===== config.mk =====
export PLATFORM = sky130hd
export DESIGN_NAME = tdm_frame_tx
export DESIGN_NICKNAME = d
export VERILOG_FILES = /design/src/rtl/tdm_tx_pkg.sv /design/src/rtl/tdm_pos_counter.sv /design/src/rtl/tdm_fs_shaper.sv /design/src/rtl/tdm_bit_picker.sv /design/src/rtl/tdm_frame_tx.sv
export SDC_FILE = /design/constraint.sdc
export NUM_CORES = 1
export LEC_CHECK = 0
export ABC_AREA = 1
export BUFFER_PORTS_ARGS = -buffer_cell sky130_fd_sc_hd__buf_2
export CAP_MARGIN = 30
export CORE_MARGIN = 1.5
export CORE_UTILIZATION = 53
export DETAILED_ROUTE_END_ITERATION = 16
export GPL_ROUTABILITY_DRIVEN = 0
export PLACE_DENSITY = 0.77
export SLEW_MARGIN = 20
export SYNTH_ARGS = -nofsm -noshare
export SYNTH_HDL_FRONTEND = slang
export SYNTH_HIERARCHICAL = 1
export SYNTH_SLANG_ARGS = --single-unit

===== constraint.sdc =====
create_clock -name clk -period 3.88 [get_ports clk]
set_input_delay 0.97 -clock clk [delete_from_list [all_inputs] [get_ports clk]]
set_output_delay 0.97 -clock clk [all_outputs]
set_load 0.02 [all_outputs]

===== src/rtl/tdm_tx_pkg.sv =====
package tdm_tx_pkg;
    typedef enum logic [1:0] {
        ST_IDLE  = 2'd0,
        ST_SLOT  = 2'd1,
        ST_QUIET = 2'd2
    } tx_state_e;

    typedef enum logic [1:0] {
        SZ_DATA = 2'd0,
        SZ_16   = 2'd1,
        SZ_32   = 2'd2,
        SZ_RSVD = 2'd3
    } slot_size_e;
endpackage


===== src/rtl/tdm_pos_counter.sv =====
module tdm_pos_counter #(
    parameter int FRAME_W   = 8,
    parameter int SLOT_W    = 5,
    parameter int BIT_W     = 6,
    parameter int MAX_SLOTS = 16
) (
    input  logic               clk,
    input  logic               rst_n,
    input  logic               clear,
    input  logic               step,
    input  logic [FRAME_W-1:0] last_pos,
    input  logic [BIT_W-1:0]   slot_bits,
    output logic [FRAME_W-1:0] pos,
    output logic [SLOT_W-1:0]  slot,
    output logic [BIT_W-1:0]   bslot,
    output logic [SLOT_W-1:0]  slot_nxt,
    output logic               frame_end
);
    logic               slot_end;
    logic [FRAME_W-1:0] pos_nxt;
    logic [BIT_W-1:0]   bslot_nxt;

    always_comb begin
        frame_end = (pos >= last_pos);
        slot_end  = (({1'b0, bslot} + (BIT_W+1)'(1)) >= {1'b0, slot_bits});
        if (frame_end) begin
            pos_nxt   = '0;
            bslot_nxt = '0;
            slot_nxt  = '0;
        end else begin
            pos_nxt = pos + FRAME_W'(1);
            if (slot_end) begin
                bslot_nxt = '0;
                slot_nxt  = (slot == SLOT_W'(MAX_SLOTS)) ? slot : slot + SLOT_W'(1);
            end else begin
                bslot_nxt = bslot + BIT_W'(1);
                slot_nxt  = slot;
            end
        end
    end

    always_ff @(posedge clk) begin
        if (!rst_n || clear) begin
            pos   <= '0;
            slot  <= '0;
            bslot <= '0;
        end else if (step) begin
            pos   <= pos_nxt;
            slot  <= slot_nxt;
            bslot <= bslot_nxt;
        end
    end
endmodule


===== src/rtl/tdm_fs_shaper.sv =====
module tdm_fs_shaper #(
    parameter int FRAME_W = 8,
    parameter int FSLEN_W = 7
) (
    input  logic [FRAME_W-1:0] pos,
    input  logic [FRAME_W-1:0] last_pos,
    input  logic [FSLEN_W-1:0] fs_len_m1,
    input  logic               early,
    input  logic               active_high,
    output logic               fs_level
);
    logic [FRAME_W-1:0] phase;
    logic               in_window;

    always_comb begin
        if (early) begin
            phase = (pos >= last_pos) ? '0 : pos + FRAME_W'(1);
        end else begin
            phase = pos;
        end
        in_window = (phase <= FRAME_W'(fs_len_m1));
        fs_level  = active_high ? in_window : !in_window;
    end
endmodule


===== src/rtl/tdm_bit_picker.sv =====
module tdm_bit_picker #(
    parameter int WORD_W = 32,
    parameter int BIT_W  = 6
) (
    input  logic [WORD_W-1:0] word,
    input  logic [BIT_W-1:0]  bslot,
    input  logic [BIT_W-1:0]  first_off,
    input  logic [BIT_W-1:0]  data_m1,
    input  logic              lsb_first,
    output logic              bit_out
);
    localparam int IDX_W = $clog2(WORD_W);

    logic [BIT_W:0]   k;
    logic             in_win;
    logic [IDX_W-1:0] idx;

    always_comb begin
        k      = {1'b0, bslot} - {1'b0, first_off};
        in_win = (bslot >= first_off) && (k <= {1'b0, data_m1});
        idx    = lsb_first ? IDX_W'(k) : IDX_W'(data_m1 - k[BIT_W-1:0]);
        bit_out = in_win && word[idx];
    end
endmodule


===== src/rtl/tdm_frame_tx.sv =====
module tdm_frame_tx
    import tdm_tx_pkg::*;
#(
    parameter int FRAME_W   = 8,
    parameter int FSLEN_W   = 7,
    parameter int MAX_SLOTS = 16,
    parameter int WORD_W    = 32
) (
    input  logic                         clk,
    input  logic                         rst_n,
    input  logic                         bclk_en,
    input  logic                         cfg_enable,
    input  logic [FRAME_W-1:0]           cfg_frame_len_m1,
    input  logic [FSLEN_W-1:0]           cfg_fs_len_m1,
    input  logic                         cfg_fs_active_high,
    input  logic                         cfg_fs_early,
    input  logic [$clog2(MAX_SLOTS)-1:0] cfg_slot_count_m1,
    input  logic [MAX_SLOTS-1:0]         cfg_slot_mask,
    input  logic [1:0]                   cfg_slot_size,
    input  logic [$clog2(WORD_W)-1:0]    cfg_data_bits_m1,
    input  logic [$clog2(WORD_W)-1:0]    cfg_first_bit_off,
    input  logic                         cfg_lsb_first,
    input  logic                         cfg_idle_hiz,
    input  logic                         cfg_mute_req,
    input  logic                         cfg_mute_repeat,
    input  logic [WORD_W-1:0]            in_data,
    input  logic                         in_valid,
    output logic                         in_ready,
    output logic                         fs,
    output logic                         sd,
    output logic                         sd_oe,
    output logic                         underrun
);
    localparam int IDX_W  = $clog2(WORD_W);
    localparam int BIT_W  = IDX_W + 1;
    localparam int CNT_W  = $clog2(MAX_SLOTS);
    localparam int SLOT_W = CNT_W + 1;

    tx_state_e         state_q, state_d;
    logic [FRAME_W-1:0] pos;
    logic [SLOT_W-1:0]  slot, slot_nxt;
    logic [BIT_W-1:0]   bslot, slot_bits;
    logic               frame_end, running, emit, fetch, in_slot, running_chk;
    logic               fs_level, pick_bit;
    logic [WORD_W-1:0]  held_word, last_word, fetched, word_now, tx_word;
    logic               muted_q;

    function automatic logic slot_on(input logic [SLOT_W-1:0] s);
        return (s <= {1'b0, cfg_slot_count_m1}) && cfg_slot_mask[s[CNT_W-1:0]];
    endfunction

    always_comb begin
        unique case (slot_size_e'(cfg_slot_size))
            SZ_DATA: slot_bits = {1'b0, cfg_data_bits_m1} + BIT_W'(1);
            SZ_16:   slot_bits = BIT_W'(16);
            default: slot_bits = BIT_W'(WORD_W);
        endcase
    end

    assign running     = (state_q != ST_IDLE);
    assign running_chk = running;
    assign in_slot     = (state_q == ST_SLOT);
    assign emit        = running && cfg_enable && bclk_en;
    assign fetch       = emit && in_slot && (bslot == '0);
    assign in_ready    = fetch;

    tdm_pos_counter #(
        .FRAME_W(FRAME_W), .SLOT_W(SLOT_W), .BIT_W(BIT_W), .MAX_SLOTS(MAX_SLOTS)
    ) pos_cnt_i (
        .clk      (clk),
        .rst_n    (rst_n),
        .clear    (!running || !cfg_enable),
        .step     (emit),
        .last_pos (cfg_frame_len_m1),
        .slot_bits(slot_bits),
        .pos      (pos),
        .slot     (slot),
        .bslot    (bslot),
        .slot_nxt (slot_nxt),
        .frame_end(frame_end)
    );

    tdm_fs_shaper #(.FRAME_W(FRAME_W), .FSLEN_W(FSLEN_W)) fs_shape_i (
        .pos        (pos),
        .last_pos   (cfg_frame_len_m1),
        .fs_len_m1  (cfg_fs_len_m1),
        .early      (cfg_fs_early),
        .active_high(cfg_fs_active_high),
        .fs_level   (fs_level)
    );

    always_comb begin
        fetched  = in_valid ? in_data : '0;
        word_now = (bslot == '0) ? fetched : held_word;
        if (muted_q) begin
            tx_word = cfg_mute_repeat ? last_word : '0;
        end else begin
            tx_word = word_now;
        end
    end

    tdm_bit_picker #(.WORD_W(WORD_W), .BIT_W(BIT_W)) picker_i (
        .word     (tx_word),
        .bslot    (bslot),
        .first_off({1'b0, cfg_first_bit_off}),
        .data_m1  ({1'b0, cfg_data_bits_m1}),
        .lsb_first(cfg_lsb_first),
        .bit_out  (pick_bit)
    );

    // Next-state logic: the state names the class of the counter position.
    always_comb begin
        state_d = state_q;
        unique case (state_q)
            ST_IDLE: begin
                if (cfg_enable) state_d = slot_on('0) ? ST_SLOT : ST_QUIET;
            end
            ST_SLOT, ST_QUIET: begin
                if (!cfg_enable) begin
                    state_d = ST_IDLE;
                end else if (emit) begin
                    state_d = slot_on(slot_nxt) ? ST_SLOT : ST_QUIET;
                end
            end
            default: state_d = ST_IDLE;
        endcase
    end

    always_ff @(posedge clk) begin
        if (!rst_n) state_q <= ST_IDLE;
        else        state_q <= state_d;
    end

    // Output register process
    always_ff @(posedge clk) begin
        if (!rst_n) begin
            fs    <= 1'b0;
            sd    <= 1'b0;
            sd_oe <= 1'b0;
        end else if (!running || !cfg_enable) begin
            fs    <= !cfg_fs_active_high;
            sd    <= 1'b0;
            sd_oe <= 1'b0;
        end else if (emit) begin
            fs <= fs_level;
            if (in_slot) begin
                sd    <= pick_bit;
                sd_oe <= 1'b1;
            end else begin
                sd    <= 1'b0;
                sd_oe <= !cfg_idle_hiz;
            end
        end
    end

    // Word holding, mute sampling and underrun flag
    always_ff @(posedge clk) begin
        if (!rst_n) begin
            held_word <= '0;
            last_word <= '0;
            muted_q   <= 1'b0;
            underrun  <= 1'b0;
        end else begin
            if (fetch) begin
                held_word <= fetched;
                if (!muted_q) last_word <= fetched;
                if (!in_valid) underrun <= 1'b1;
            end
            if ((state_q == ST_IDLE && cfg_enable) || (emit && frame_end)) begin
                muted_q <= cfg_mute_req;
            end
        end
    end
endmodule


Word-level counts from Yosys, hierarchy flattened
Index checks and enable logic that the tools add are counted.
{"block": "totals", "register_bits": 90, "latchBits": 0, "mem_bits_rw": 0, "mem_bits_ro": 0, "inputBits": 90, "wordCells": 91, "mem_count": 0}
{"block": "classes", "n_addsub": 7, "n_mul": 0, "div_mod_pow": 0, "order_cmp": 8, "eq_ne": 6, "n_shift": 0, "mux": 28, "bitwise_logic": 3, "n_reduce_logical": 28}
{"operator": "2-to-1 mux 32 bit", "count": 4}
{"operator": "2-to-1 mux 5 bit", "count": 4}
{"operator": "2-to-1 mux 8 bit", "count": 2}
{"operator": "2-to-1 mux 6 bit", "count": 2}
{"operator": "case mux 6 bit (2 select lines)", "count": 1}
{"operator": "2-to-1 mux 2 bit", "count": 5}
{"operator": "logical AND 1 bit", "count": 9}
{"operator": "adder 8 x 1 -> 8 bit (second input constant)", "count": 1}
{"operator": ">= comparator 8 bit", "count": 1}
{"operator": "<= comparator 8 x 7 -> 1 bit", "count": 1}
{"operator": "adder 6 x 1 -> 7 bit (second input constant)", "count": 1}
{"operator": ">= comparator 7 x 6 -> 1 bit", "count": 1}
{"operator": "<= comparator 7 x 5 -> 1 bit", "count": 1}
{"operator": "2-to-1 mux 1 bit", "count": 7}
{"operator": "subtractor 6 x 5 -> 7 bit", "count": 1}
{"operator": "adder 5 x 1 -> 6 bit (second input constant)", "count": 1}
{"operator": "adder 6 x 1 -> 6 bit (second input constant)", "count": 1}
{"operator": ">= comparator 6 x 5 -> 1 bit", "count": 1}
{"operator": "logical NOT 1 bit", "count": 6}
{"operator": "logical NOT 6 bit", "count": 1}
{"operator": "< comparator 5 x 6 -> 1 bit (second input constant)", "count": 1}
{"operator": "AND reduction 2 bit", "count": 3}
{"operator": "adder 5 x 1 -> 5 bit (second input constant)", "count": 1}
{"operator": "binary-select mux 1 bit (select 5 bit)", "count": 1}
{"operator": "15 further kinds", "count": 23}

Depth between registers and ports, before layout
Gate-level depths: netlist (run 1).
{"block": "logic_depth", "ltp_word": 12, "ltp_mapped": 28}

Cells and area by module
The synthesis (run 1) kept the hierarchy.
{"mod": "tdm_frame_tx", "instances": 1, "cells_each": 558, "area_per_inst_um2": 3856.2, "seq_area_each_um2": 1421.4}
{"mod": "tdm_pos_counter", "instances": 1, "cells_each": 204, "area_per_inst_um2": 1486.4, "seq_area_each_um2": 380.4}
{"mod": "tdm_bit_picker", "instances": 1, "cells_each": 215, "area_per_inst_um2": 1131.1, "seq_area_each_um2": 0.0}
{"mod": "tdm_fs_shaper", "instances": 1, "cells_each": 107, "area_per_inst_um2": 638.1, "seq_area_each_um2": 0.0}

Worst setup path before layout (run 1)
OpenSTA, ideal clock, no wires.
{"block": "synth_path", "path_kind": "in2reg", "start": "in cfg_data_bits_m1[0]", "end": "reg state_q[1]", "setup_time_ns": 0.141, "t_arrival_ns": 3.557, "required_time_ns": 3.739, "path_slack_ns": 0.182, "stages": 26, "n_path_buf": 1, "path_cell_list": "ha_1 > nand2_1 > nor2_1 > xnor2_1 > a21oi_1 > inv_1 > ha_1 > nand2_1 > nand2_1 > nand2_1 > nand2_1 > nor2_4 > nand2_4 > nand2_1 > nand3_1 > inv_1 > buf_2 > clkinv_1 > ha_1 > nand3b_1 > nand2_1 > nand3_1 > nand2_1 > nand2_1 > nand2_1 > a21oi_1"}
{"block": "synth_via", "elab_chain_cells": 12, "word_cells_on_any_way": 13, "cone_classes": "add/sub (1); order compare (2); mux (9); reduce/logical (1)"}
{"item": "from (decl)", "line": "tdm_frame_tx.sv:20", "rtl": "input logic [$clog2(WORD_W)-1:0] cfg_data_bits_m1,"}
{"item": "adder 5 x 1 -> 6 bit (*)", "line": "tdm_frame_tx.sv:54", "rtl": "SZ_DATA: slot_bits = {1'b0, cfg_data_bits_m1} + BIT_W'(1);"}
{"item": "case mux 6 bit (2 select lines) (*)", "line": "tdm_frame_tx.sv:53", "rtl": "unique case (slot_size_e'(cfg_slot_size))"}
{"item": "via slot_bits[4]", "line": "tdm_frame_tx.sv:42", "rtl": "logic [BIT_W-1:0] bslot, slot_bits;"}
{"item": ">= comparator 7 x 6 -> 1 bit (*)", "line": "tdm_pos_counter.sv:25", "rtl": "slot_end = (({1'b0, bslot} + (BIT_W+1)'(1)) >= {1'b0, slot_bits});"}
{"item": "2-to-1 mux 5 bit (*)", "line": "tdm_pos_counter.sv:32", "rtl": "if (slot_end) begin"}
{"item": "2-to-1 mux 5 bit (*)", "line": "tdm_pos_counter.sv:26", "rtl": "if (frame_end) begin"}
{"item": "via slot_nxt[0]", "line": "tdm_frame_tx.sv:41", "rtl": "logic [SLOT_W-1:0] slot, slot_nxt;"}
{"item": "binary-select mux 1 bit (select 4 bit)", "line": "tdm_frame_tx.sv:49", "rtl": "return (s <= {1'b0, cfg_slot_count_m1}) && cfg_slot_mask[s[CNT_W-1:0]];"}
{"item": "2-to-1 mux 1 bit (not written as such)", "line": "tdm_frame_tx.sv:49"}
{"item": "logical AND 1 bit (*)", "line": "tdm_frame_tx.sv:49"}
{"item": "2-to-1 mux 2 bit (*)", "line": "tdm_frame_tx.sv:122", "rtl": "state_d = slot_on(slot_nxt) ? ST_SLOT : ST_QUIET;"}
{"item": "2-to-1 mux 2 bit (*)", "line": "tdm_frame_tx.sv:121", "rtl": "end else if (emit) begin"}
{"item": "2-to-1 mux 2 bit (*)", "line": "tdm_frame_tx.sv:119", "rtl": "if (!cfg_enable) begin"}
{"item": "case mux 2 bit (2 select lines) (*)", "line": "tdm_frame_tx.sv:114", "rtl": "unique case (state_q)"}
{"item": "to (signal assigned)", "line": "tdm_frame_tx.sv:131", "rtl": "else state_q <= state_d;"}
{"item": "to (decl)", "line": "tdm_frame_tx.sv:39", "rtl": "tx_state_e state_q, state_d;"}
Mark *: on every way through the listed nets, which the timed path passes. The rest lies on a longest branch. The select of a mux whose other input is x is not followed.
A chain may end at the register's enable or synchronous reset.

Worst setup path in the final report (run 1)
{"block": "layout_path", "start": "in cfg_data_bits_m1[0]", "end": "reg state_q[0]"}
The elaborated chain is that of the path after synthesis.

==> results of run 1 <==
## registers in the layout (all words and copies together), names as in the netlist, 2 cells and up
signal,flops
held_word,32
last_word,32
pos_cnt_i/pos,8
pos_cnt_i/bslot,6
pos_cnt_i/slot,5
state_q,2
## Yosys cell counts (3+ instances only)
cell type,count
nand2_2,11
nand2_4,4
nand3_2,3
nor3_1,3
buf_2,11
buf_4,6
inv_2,3
dfxtp_1,90
a211oi_2,16
buf_1,6
nor2_1,53
nand2_1,235
o21ai_1,11
xor2_1,13
o21ai_0,87
buf_6,6
a21oi_1,105
inv_1,176
nor3b_1,4
nor2_2,4
ha_1,58
o22ai_1,15
nand3b_1,4
clkbuf_1,21
a211oi_1,3
nand4_1,8
a21oi_2,5
xnor2_1,3
nand3_1,90
## cells in the final DEF, fill, tap and decap left out, types with 3 or more instances in the layout
cell       Yosys  final
nand3_1       90     89
o22ai_1       15     15
ha_1          58     58
nor3_1         3      3
a21oi_2        5      5
xnor2_1        3      3
nand3_2        3      4
nor3b_1        4      4
clkbuf_16      0      9
buf_4          6     18
dfxtp_1       90     90
nand2_1      235    235
nand2_4        4      4
inv_1        176    176
nor2_2         4      4
xor2_1        13     13
nor2_1        53     53
buf_2         11     94
inv_2          3      3
a21oi_1      105    105
a211oi_2      16     16
nand4_1        8      8
bufinv_16      0      3
o21ai_0       87     87
o21ai_1       11     11
nand2_2       11     11
a211oi_1       3      3
nand3b_1       4      4
## worst min-delay path: cells and delay by family, from the launching register on
kind	cells	cell delay, ns
flops	1	0.30
buf+inv	1	0.06
compound gates	1	0.06
## layout make-up
cell class,instances,area (µm²)
clock buffer,9,225
clock inverter,7,124
multi-input combinational,764,4370
timing repair buffer,114,646
sequential,90,1800
inverter,181,682
fill,1288,5120
tap,176,220
## cells by family (layout without fill, tap and decap cells)
kind of cell	Yosys count	count (layout)	share of synthesized area (%)
AND/OR/NAND/NOR	430	430	27.4
AO/OA/AOI/OAI	255	255	20.9
buffers and inverters	231	311	13.4
flip-flops	90	90	25.3
adder cells (fa/ha/maj)	60	60	10.8
XOR/XNOR	16	16	1.97
other	1	2	0.0527
multiplexers	1	1	0.141
## power groups by stage
stage / registers, mW / logic, mW / clock network (mW)
6_report: 0.963 / 0.598 / 1.02
5_1_grt: 0.966 / 0.682 / 1.07
4_1_cts: 0.963 / 0.595 / 1.03
3_5_place_dp: 0.984 / 0.591 / 0
3_3_place_gp: 0.983 / 0.581 / 0
2_1_floorplan: 0.983 / 0.428 / 0
## metrics by stage
stage	hold WS, ns	cell area [µm²]
global placement	0.439	7720
finish	0.456	8070
CTS	0.454	8070
detailed placement	0.444	7720
floorplan	0.430	7120
global route	0.484	8070
## per-layer routing
metal	global-route usage, %	routed length, µm
met5	0	0
met4	6.10	196
met3	2.87	741
met2	40.4	7570
met1	33.8	8100
## path summary, 6_finish.rpt
kind	cells past startpoint	slack, ns	to
max reg2reg	16	0.59	sd
max	24	0.40	state_q[0]
min	2	0.46	last_word[20]
min reg2reg	2	0.46	last_word[20]
==> results.toml, run 1 <==
[floorplanning]
ios = 95
die_area_mm2 = 0.0141
fp.dieW_um = 119
num_rows = 42
start_util_pct = 53.9
die_y_um = 119
core_area_mm2 = 0.0132

[flow_run]
maxCapViolations = 0

[cts]
cts.clk_slew.worst_paths_ns = 0.07
cts_buffers = 9
post_cts_resized = 0
h-tree-depth = 3
clockBufferDepth = 2
cts_tree = "built"
cts.sinks = 90
clockRootBuffer = "clkbuf_16"
holdBufCountCts = 0
cts_setup_buffers = 0
clock_latency_ns = 0.34

[setup_path]
cpMostUsedCell = "nand2_1"
cpMaxStageDelayCell = "ha_1"
rr_startpoint = "pos_cnt_i/bslot[0]"
cp_max_fo = 7
crit_path_max_incr_delay_ns = 0.32
crit_start = "cfg_data_bits_m1[0]"
crit_type = "primary input to flip-flop"
critPathArrivalTime_ns = 3.75
crit_path_end_kind = "flip-flop"
startpoint_type = "primary input"
crit_chain = "buf_2 > ha_1 > nand2_1 > nor2_1 > xnor2_1 > a21oi_1 > inv_1 > ha_1 > nand2_1 > nand2_1 > nand2_1 > nand2_1 > nor2_4 > nand3_1 > nand3_1 > inv_1 > ha_1 > nand3_1 > nand3b_1 > nand2_1 > nand4_1 > nand2_1 > nand2_1 > a21oi_1"
critPathBufInv = 3
crit_required_ns = 4.15
critPathTopFamily = "simple AND/OR/NAND/NOR gates"

[pwr]
clkPwrFrac_pct = 39.5
p_total_mw = 2.58
switching_share_pct = 30.0
ir_worst_vdd_v = 0.000217
power_density_mw_per_mm2 = 320
power_switching_uw = 775
internal-power_mw = 1.80
seqPwrFrac_pct = 37.3
power_frac_comb_pct = 23.2
p_leak_nw = 3.98

[finish]
nNetsFinal = 1310
syn2layout_area_growth_pct = 13.4
finalNonFillerCells = 1341
n_antenna_cell = 0
finish.utilization_pct = 61.2
drive_above_1_share_pct = 16.4

[sta]
slew_headroom_pct = 55.8
fin_ws_ns = 0.400
min_period_ns = 3.48
setup_viol = 0
fin_crit_sh_pct = 89.7
timing.fmax_mhz = 287
finalClockSkew_ns = 0.00946
tns_ns = 0
worstMarginPinSlew_ns = 0.662
grt_setup_unrepaired = "no"
hold_viol_final = 0
slew_violations = 0

[outcome]
status = "finished, final reports clean"

[route]
num_vias = 7019
drcViolationCount = 0
drt-total-wl_um = 16600
vias_per_cell = 5.23
wl_per_cell_um = 12.4
initialDrtViolationCount = 401
final_antenna_net_count = 0
dr.pass1.iters = 5

[synthesis]
syn-cell-area_mm2 = 0.00711
ys_ff_latch = 90
synthFlopType = "dfxtp_1"
synth_edf_count = 0
synthCells = 1084
synth_warnings = 6
synth.distinct_cells = 53
synth_top_area_cell = "dfxtp_1"
yosys.area.top_type_share_pct = 25.3
async_flop_share_pct = 0
yosysSeqAreaShare_pct = 25.3
synth_area_leaders = "dfxtp_1, nand2_1, ha_1, inv_1, a21oi_1"
syn_avg_cell_area_um2 = 6.56

[global_route]
antenna_found_initial = 0
grt_pass1_vias = 6410
grt-ovfl-total = 0
grtUsageTotal_pct = 24.4
grt_pass1_wl_um = 28800
grt_max_degree = 67

[placed_design]
io_buffers = 94
place_ws_ns = 0.0659
dpl.hpwl_um = 12300
placed_cells_incl_taps = 1325

[hold_path]
holdCritPathClass = "flip-flop to flip-flop"
min-delay-start = "last_word[20]"
Note: power is estimated with default switching activity, not from simulation.
==> run 2, diff against run 1 <==
--- a/config.mk
+++ b/config.mk
@@ -9,10 +9,10 @@
 export BUFFER_PORTS_ARGS = -buffer_cell sky130_fd_sc_hd__buf_2
 export CAP_MARGIN = 30
 export CORE_MARGIN = 1.5
-export CORE_UTILIZATION = 53
+export CORE_UTILIZATION = 51
 export DETAILED_ROUTE_END_ITERATION = 16
 export GPL_ROUTABILITY_DRIVEN = 0
-export PLACE_DENSITY = 0.77
+export PLACE_DENSITY = 0.75
 export SLEW_MARGIN = 20
 export SYNTH_ARGS = -nofsm -noshare
 export SYNTH_HDL_FRONTEND = slang
==> run 2 against run 1 <==
Effect of this change:
- register-to-register slack is essentially flat
- sequential power is essentially flat
- utilization down 0.87 points
- hold slack gained 0.0013 ns
- via count is 0.31% higher
- total power shrank 3.5%
==> results.toml, run 2 (synthesized netlist as in run 1, its figures left out) <==
[sta]
fin_crit_sh_pct = 88.2
worstMarginPinSlew_ns = 0.712
whs_ns = 0.457
min_period_ns = 3.42
finalClockSkew_ns = 0.0116
grt_setup_unrepaired = "no"
tns_ns = 0
setup_viol = 0
slew_headroom_pct = 52.5
hold_viol_final = 0
timing.fmax_mhz = 292
slew_violations = 0

[setup_path]
critPathArrivalTime_ns = 3.70
r2r_slack_ns = 0.58
startpoint_type = "primary input"
crit_path_end_kind = "flip-flop"
cpMaxStageDelayCell = "ha_1"
crit_required_ns = 4.15
r2r_cells = 16
cpMostUsedCell = "nand2_1"
crit_path_max_incr_delay_ns = 0.29
cp_max_fo = 5
crit_type = "primary input to flip-flop"

[floorplanning]
ios = 95
die_y_um = 121
start_util_pct = 53.1
core_area_mm2 = 0.0134
num_rows = 42
die_area_mm2 = 0.0147
fp.dieW_um = 121

[global_route]
grtUsageTotal_pct = 24.2
grt_pass1_vias = 6387
grt-ovfl-total = 0
grt_pass1_wl_um = 29200
grt_max_degree = 46
antenna_found_initial = 0

[finish]
finish.utilization_pct = 60.3
final_cell_mix = "nand2_1, inv_1, a21oi_1"
n_antenna_cell = 0
syn2layout_area_growth_pct = 13.6
nNetsFinal = 1315
largest_registers = "held_word: 32 flops, last_word: 32 flops, pos_cnt_i/pos: 8 flops"
final_common_cell = "nand2_1"
drive_above_1_share_pct = 16.8

[route]
initialDrtViolationCount = 417
wl_per_cell_um = 12.8
final_antenna_net_count = 0
vias_per_cell = 5.23
drcViolationCount = 0
drt-total-wl_um = 17200
num_vias = 7041
dr.pass1.iters = 5

[pwr]
p_total_mw = 2.49
power_density_mw_per_mm2 = 308
p_leak_nw = 3.99
ir_worst_vdd_v = 0.000192

[cts]
clockBufferDepth = 2
cts.sinks = 90
cts_tree = "built"
cts_setup_buffers = 0
clock_latency_ns = 0.35
post_cts_resized = 0
cts.clk_slew.worst_paths_ns = 0.07
clockRootBuffer = "clkbuf_16"
cts_buffers = 9
holdBufCountCts = 0
h-tree-depth = 3

[outcome]
status = "finished, final reports clean"

[hold_path]
whs_path_depth = 2
holdCritPathClass = "flip-flop to flip-flop"

[placed_design]
dpl.hpwl_um = 12600
io_buffers = 94

[flow_run]
maxCapViolations = 0
run 2: changes by cell type in the layout (fill, tap and decap cells not counted), sizes merged:
cell / change
bufinv: -2
buf: +5
clkbuf: +1
clkinv: +1
run 2: area by class of cell:
class,instances,area (µm²)
multi-input cells,764,4370
well taps,176,220
flip-flops and latches,90,1800
repair buffers,119,696
inverters,181,682
clock buffers,10,239
clock inverters,6,72.6
fillers,1318,5320
run 2: worst paths after layout:
| kind | to | startpoint |
|---|---|---|
| max | state_q[1] | cfg_data_bits_m1[0] |
| min | last_word[19] | last_word[19] |
| max reg2reg | sd | pos_cnt_i/bslot[0] |
| min reg2reg | last_word[19] | last_word[19] |
run 2: metal layers:
metal / GRT usage [%] / wire length (µm)
met2: 38.5 / 7500
met5: 0 / 0
met1: 34.4 / 8580
met3: 3.57 / 927
met4: 6.03 / 216
run 2: worst max-delay path, delay by kind of cell:
kind            cells  cell delay, ns
fa+ha+maj           3            0.78
xor+xnor            1            0.12
compound gates      2            0.23
simple gates       17            1.32
buf+inv             4            0.28
run 2: stage by stage:
step                setup WS, ns  area (µm²)  std cells
global placement           0.160        7770       1330
detailed placement         0.130        7770       1330
finish                     0.456        8080       1346
global route               0.135        8080       1346
CTS                        0.481        8080       1346
floorplan                  0.182        7120       1085
run 2: power breakdown:
part / leakage (nW) / switching (mW) / total (mW) / internal, mW
combinational: 3.11 / 0.382 / 0.605 / 0.223
sequential: 0.726 / 0.0138 / 0.963 / 0.949
clock: 0.150 / 0.396 / 0.920 / 0.524
total: 3.99 / 0.792 / 2.49 / 1.70
==> run 3, diff against run 2 <==
--- a/config.mk
+++ b/config.mk
@@ -12,8 +12,7 @@
 export CORE_UTILIZATION = 51
 export DETAILED_ROUTE_END_ITERATION = 16
 export GPL_ROUTABILITY_DRIVEN = 0
-export PLACE_DENSITY = 0.75
-export SLEW_MARGIN = 20
+export PLACE_DENSITY = 0.7
 export SYNTH_ARGS = -nofsm -noshare
 export SYNTH_HDL_FRONTEND = slang
 export SYNTH_HIERARCHICAL = 1
==> constraint.sdc (replaced) <==
create_clock -name clk -period 3.75 [get_ports clk]
set_input_delay 0.9375 -clock clk [delete_from_list [all_inputs] [get_ports clk]]
set_output_delay 0.9375 -clock clk [all_outputs]
set_load 0.02 [all_outputs]
==> run 3 against run 2 <==
Effect of this change:
- sequential power is 3.5% higher
- non-clock buffer count is 3 higher
- via count is 2.4% lower
- final cell count is 0.22% higher
- worst setup slack got worse by 0.12 ns
- largest power group unchanged
- wire length decreased by 5.6%
- largest cell class unchanged
- global-route usage fell by 1.3 points
- die area unchanged
- utilization about the same
==> results.toml, run 3 (synthesized netlist as in run 1, its figures left out) <==
[outcome]
status = "finished, final reports clean"

[cts]
cts_tree = "built"
clockBufferDepth = 2
clockRootBuffer = "clkbuf_16"
cts_buffers = 9
h-tree-depth = 3
post_cts_resized = 0
cts.sinks = 90
cts_setup_buffers = 0
holdBufCountCts = 0
clock_latency_ns = 0.34
cts.clk_slew.worst_paths_ns = 0.07

[pwr]
power_density_mw_per_mm2 = 314
p_leak_nw = 4.00
ir_worst_vdd_v = 0.000270
p_total_mw = 2.54

[placed_design]
place_ws_ns = -0.0171
placed_cells_incl_taps = 1333
dpl.hpwl_um = 12200
io_buffers = 94
placed_area_mm2 = 0.00778

[floorplanning]
core_area_mm2 = 0.0134
die_area_mm2 = 0.0147
die_y_um = 121
num_rows = 42
fp.dieW_um = 121
start_util_pct = 53.1
ios = 95

[setup_path]
crit_type = "primary input to flip-flop"
cp_max_fo = 7
critPathBufInv = 3
crit_path_max_incr_delay_ns = 0.29
critPathArrivalTime_ns = 3.64
cpMaxStageDelayCell = "ha_1"
startpoint_type = "primary input"
critPathTopFamily = "simple AND/OR/NAND/NOR gates"
r2r_slack_ns = 0.55
crit_required_ns = 3.98
cpMostUsedCell = "nand2_1"
crit_path_end_kind = "flip-flop"

[finish]
drive_above_1_share_pct = 17.0
final_area_mm2 = 0.00808
multi_input_area_mm2 = 0.00437
syn2layout_area_growth_pct = 13.7
final_cell_mix = "nand2_1, inv_1, a21oi_1"
finalNonFillerCells = 1349
n_antenna_cell = 0
largest_registers = "held_word: 32 flops, last_word: 32 flops, pos_cnt_i/pos: 8 flops"
nNetsFinal = 1318
final_common_cell = "nand2_1"
seq_area_mm2 = 0.00180
fillers = 1331

[route]
drt-total-wl_um = 16300
wl_met2_um = 7170
routedLengthMet1_um = 8220
wl_per_cell_um = 12.1
initialDrtViolationCount = 332
vias_per_cell = 5.09
drcViolationCount = 0
routed.top_layer = "met4"
dr.pass1.iters = 6
num_vias = 6869
dr_wl_met3_um = 765
final_antenna_net_count = 0

[sta]
min_period_ns = 3.41
hold_viol_final = 0
timing.fmax_mhz = 293
grt_setup_unrepaired = "no"
finalClockSkew_ns = 0.00954
whs_ns = 0.457
slew_headroom_pct = 55.8
fin_ws_ns = 0.338
setup_viol = 0
slew_violations = 0
worstMarginPinSlew_ns = 0.662
fin_crit_sh_pct = 91.0

[global_route]
grtUsageTotal_pct = 22.8
grt_max_degree = 67
grt_pass1_vias = 5999
grt_pass1_wl_um = 27600
antenna_found_initial = 0
grt-ovfl-total = 0

[flow_run]
maxCapViolations = 0

[hold_path]
holdCritPathClass = "flip-flop to flip-flop"
==> run 3: cell count changes in the layout (fill, tap and decap cells not counted), sizes merged <==
cell	delta
buf	+3
inv	+2
clkbuf	-1
clkinv	-1
==> run 3: power by group <==
part / internal (mW) / switching, mW / leakage [nW]
Combinational: 0.233 / 0.385 / 3.12
Clock: 0.527 / 0.398 / 0.149
Sequential: 0.982 / 0.0151 / 0.726
Total: 1.74 / 0.799 / 4.00
==> run 3: final timing paths <==
| check | cells after the start | from | end |
|---|---|---|---|
| worst min-delay path | 2 | last_word[5] | last_word[5] |
| worst min register to register | 2 | last_word[5] | last_word[5] |
| worst max-delay path | 28 | cfg_data_bits_m1[0] | state_q[1] |
| worst max register to register | 25 | pos_cnt_i/bslot[1] | state_q[1] |
==> run 3: worst min-delay path, delay by kind of cell, from the launching register on <==
kind	cells	cell delay [ns]
buffers and inverters	1	0.06
AOI/OAI and AO/OA	1	0.05
DFF	1	0.30
==> run 3: metal layers <==
metal	track usage [%]	up-vias
met4	4.34	0
met1	32.6	3020
met5	0	-
met2	37.4	141
li1	-	3698
met3	2.58	10
==> run 3: final cells by class <==
type                    instances  area share (%)
multi-input cells             764            54.0
repair buffers                122            8.73
clock buffers                   9            2.79
well taps                     176            2.72
clock inverters                 7           0.991
flip-flops and latches         90            22.3
inverters                     181            8.44
==> run 3: per-stage QoR <==
stage	setup TNS (ns)	utilization, %
after floorplan	0	-
after global placement	0	58.0
after detailed placement	-0.0171	58.0
after CTS	0	60.3
after global routing	0	60.3
final	0	60.3
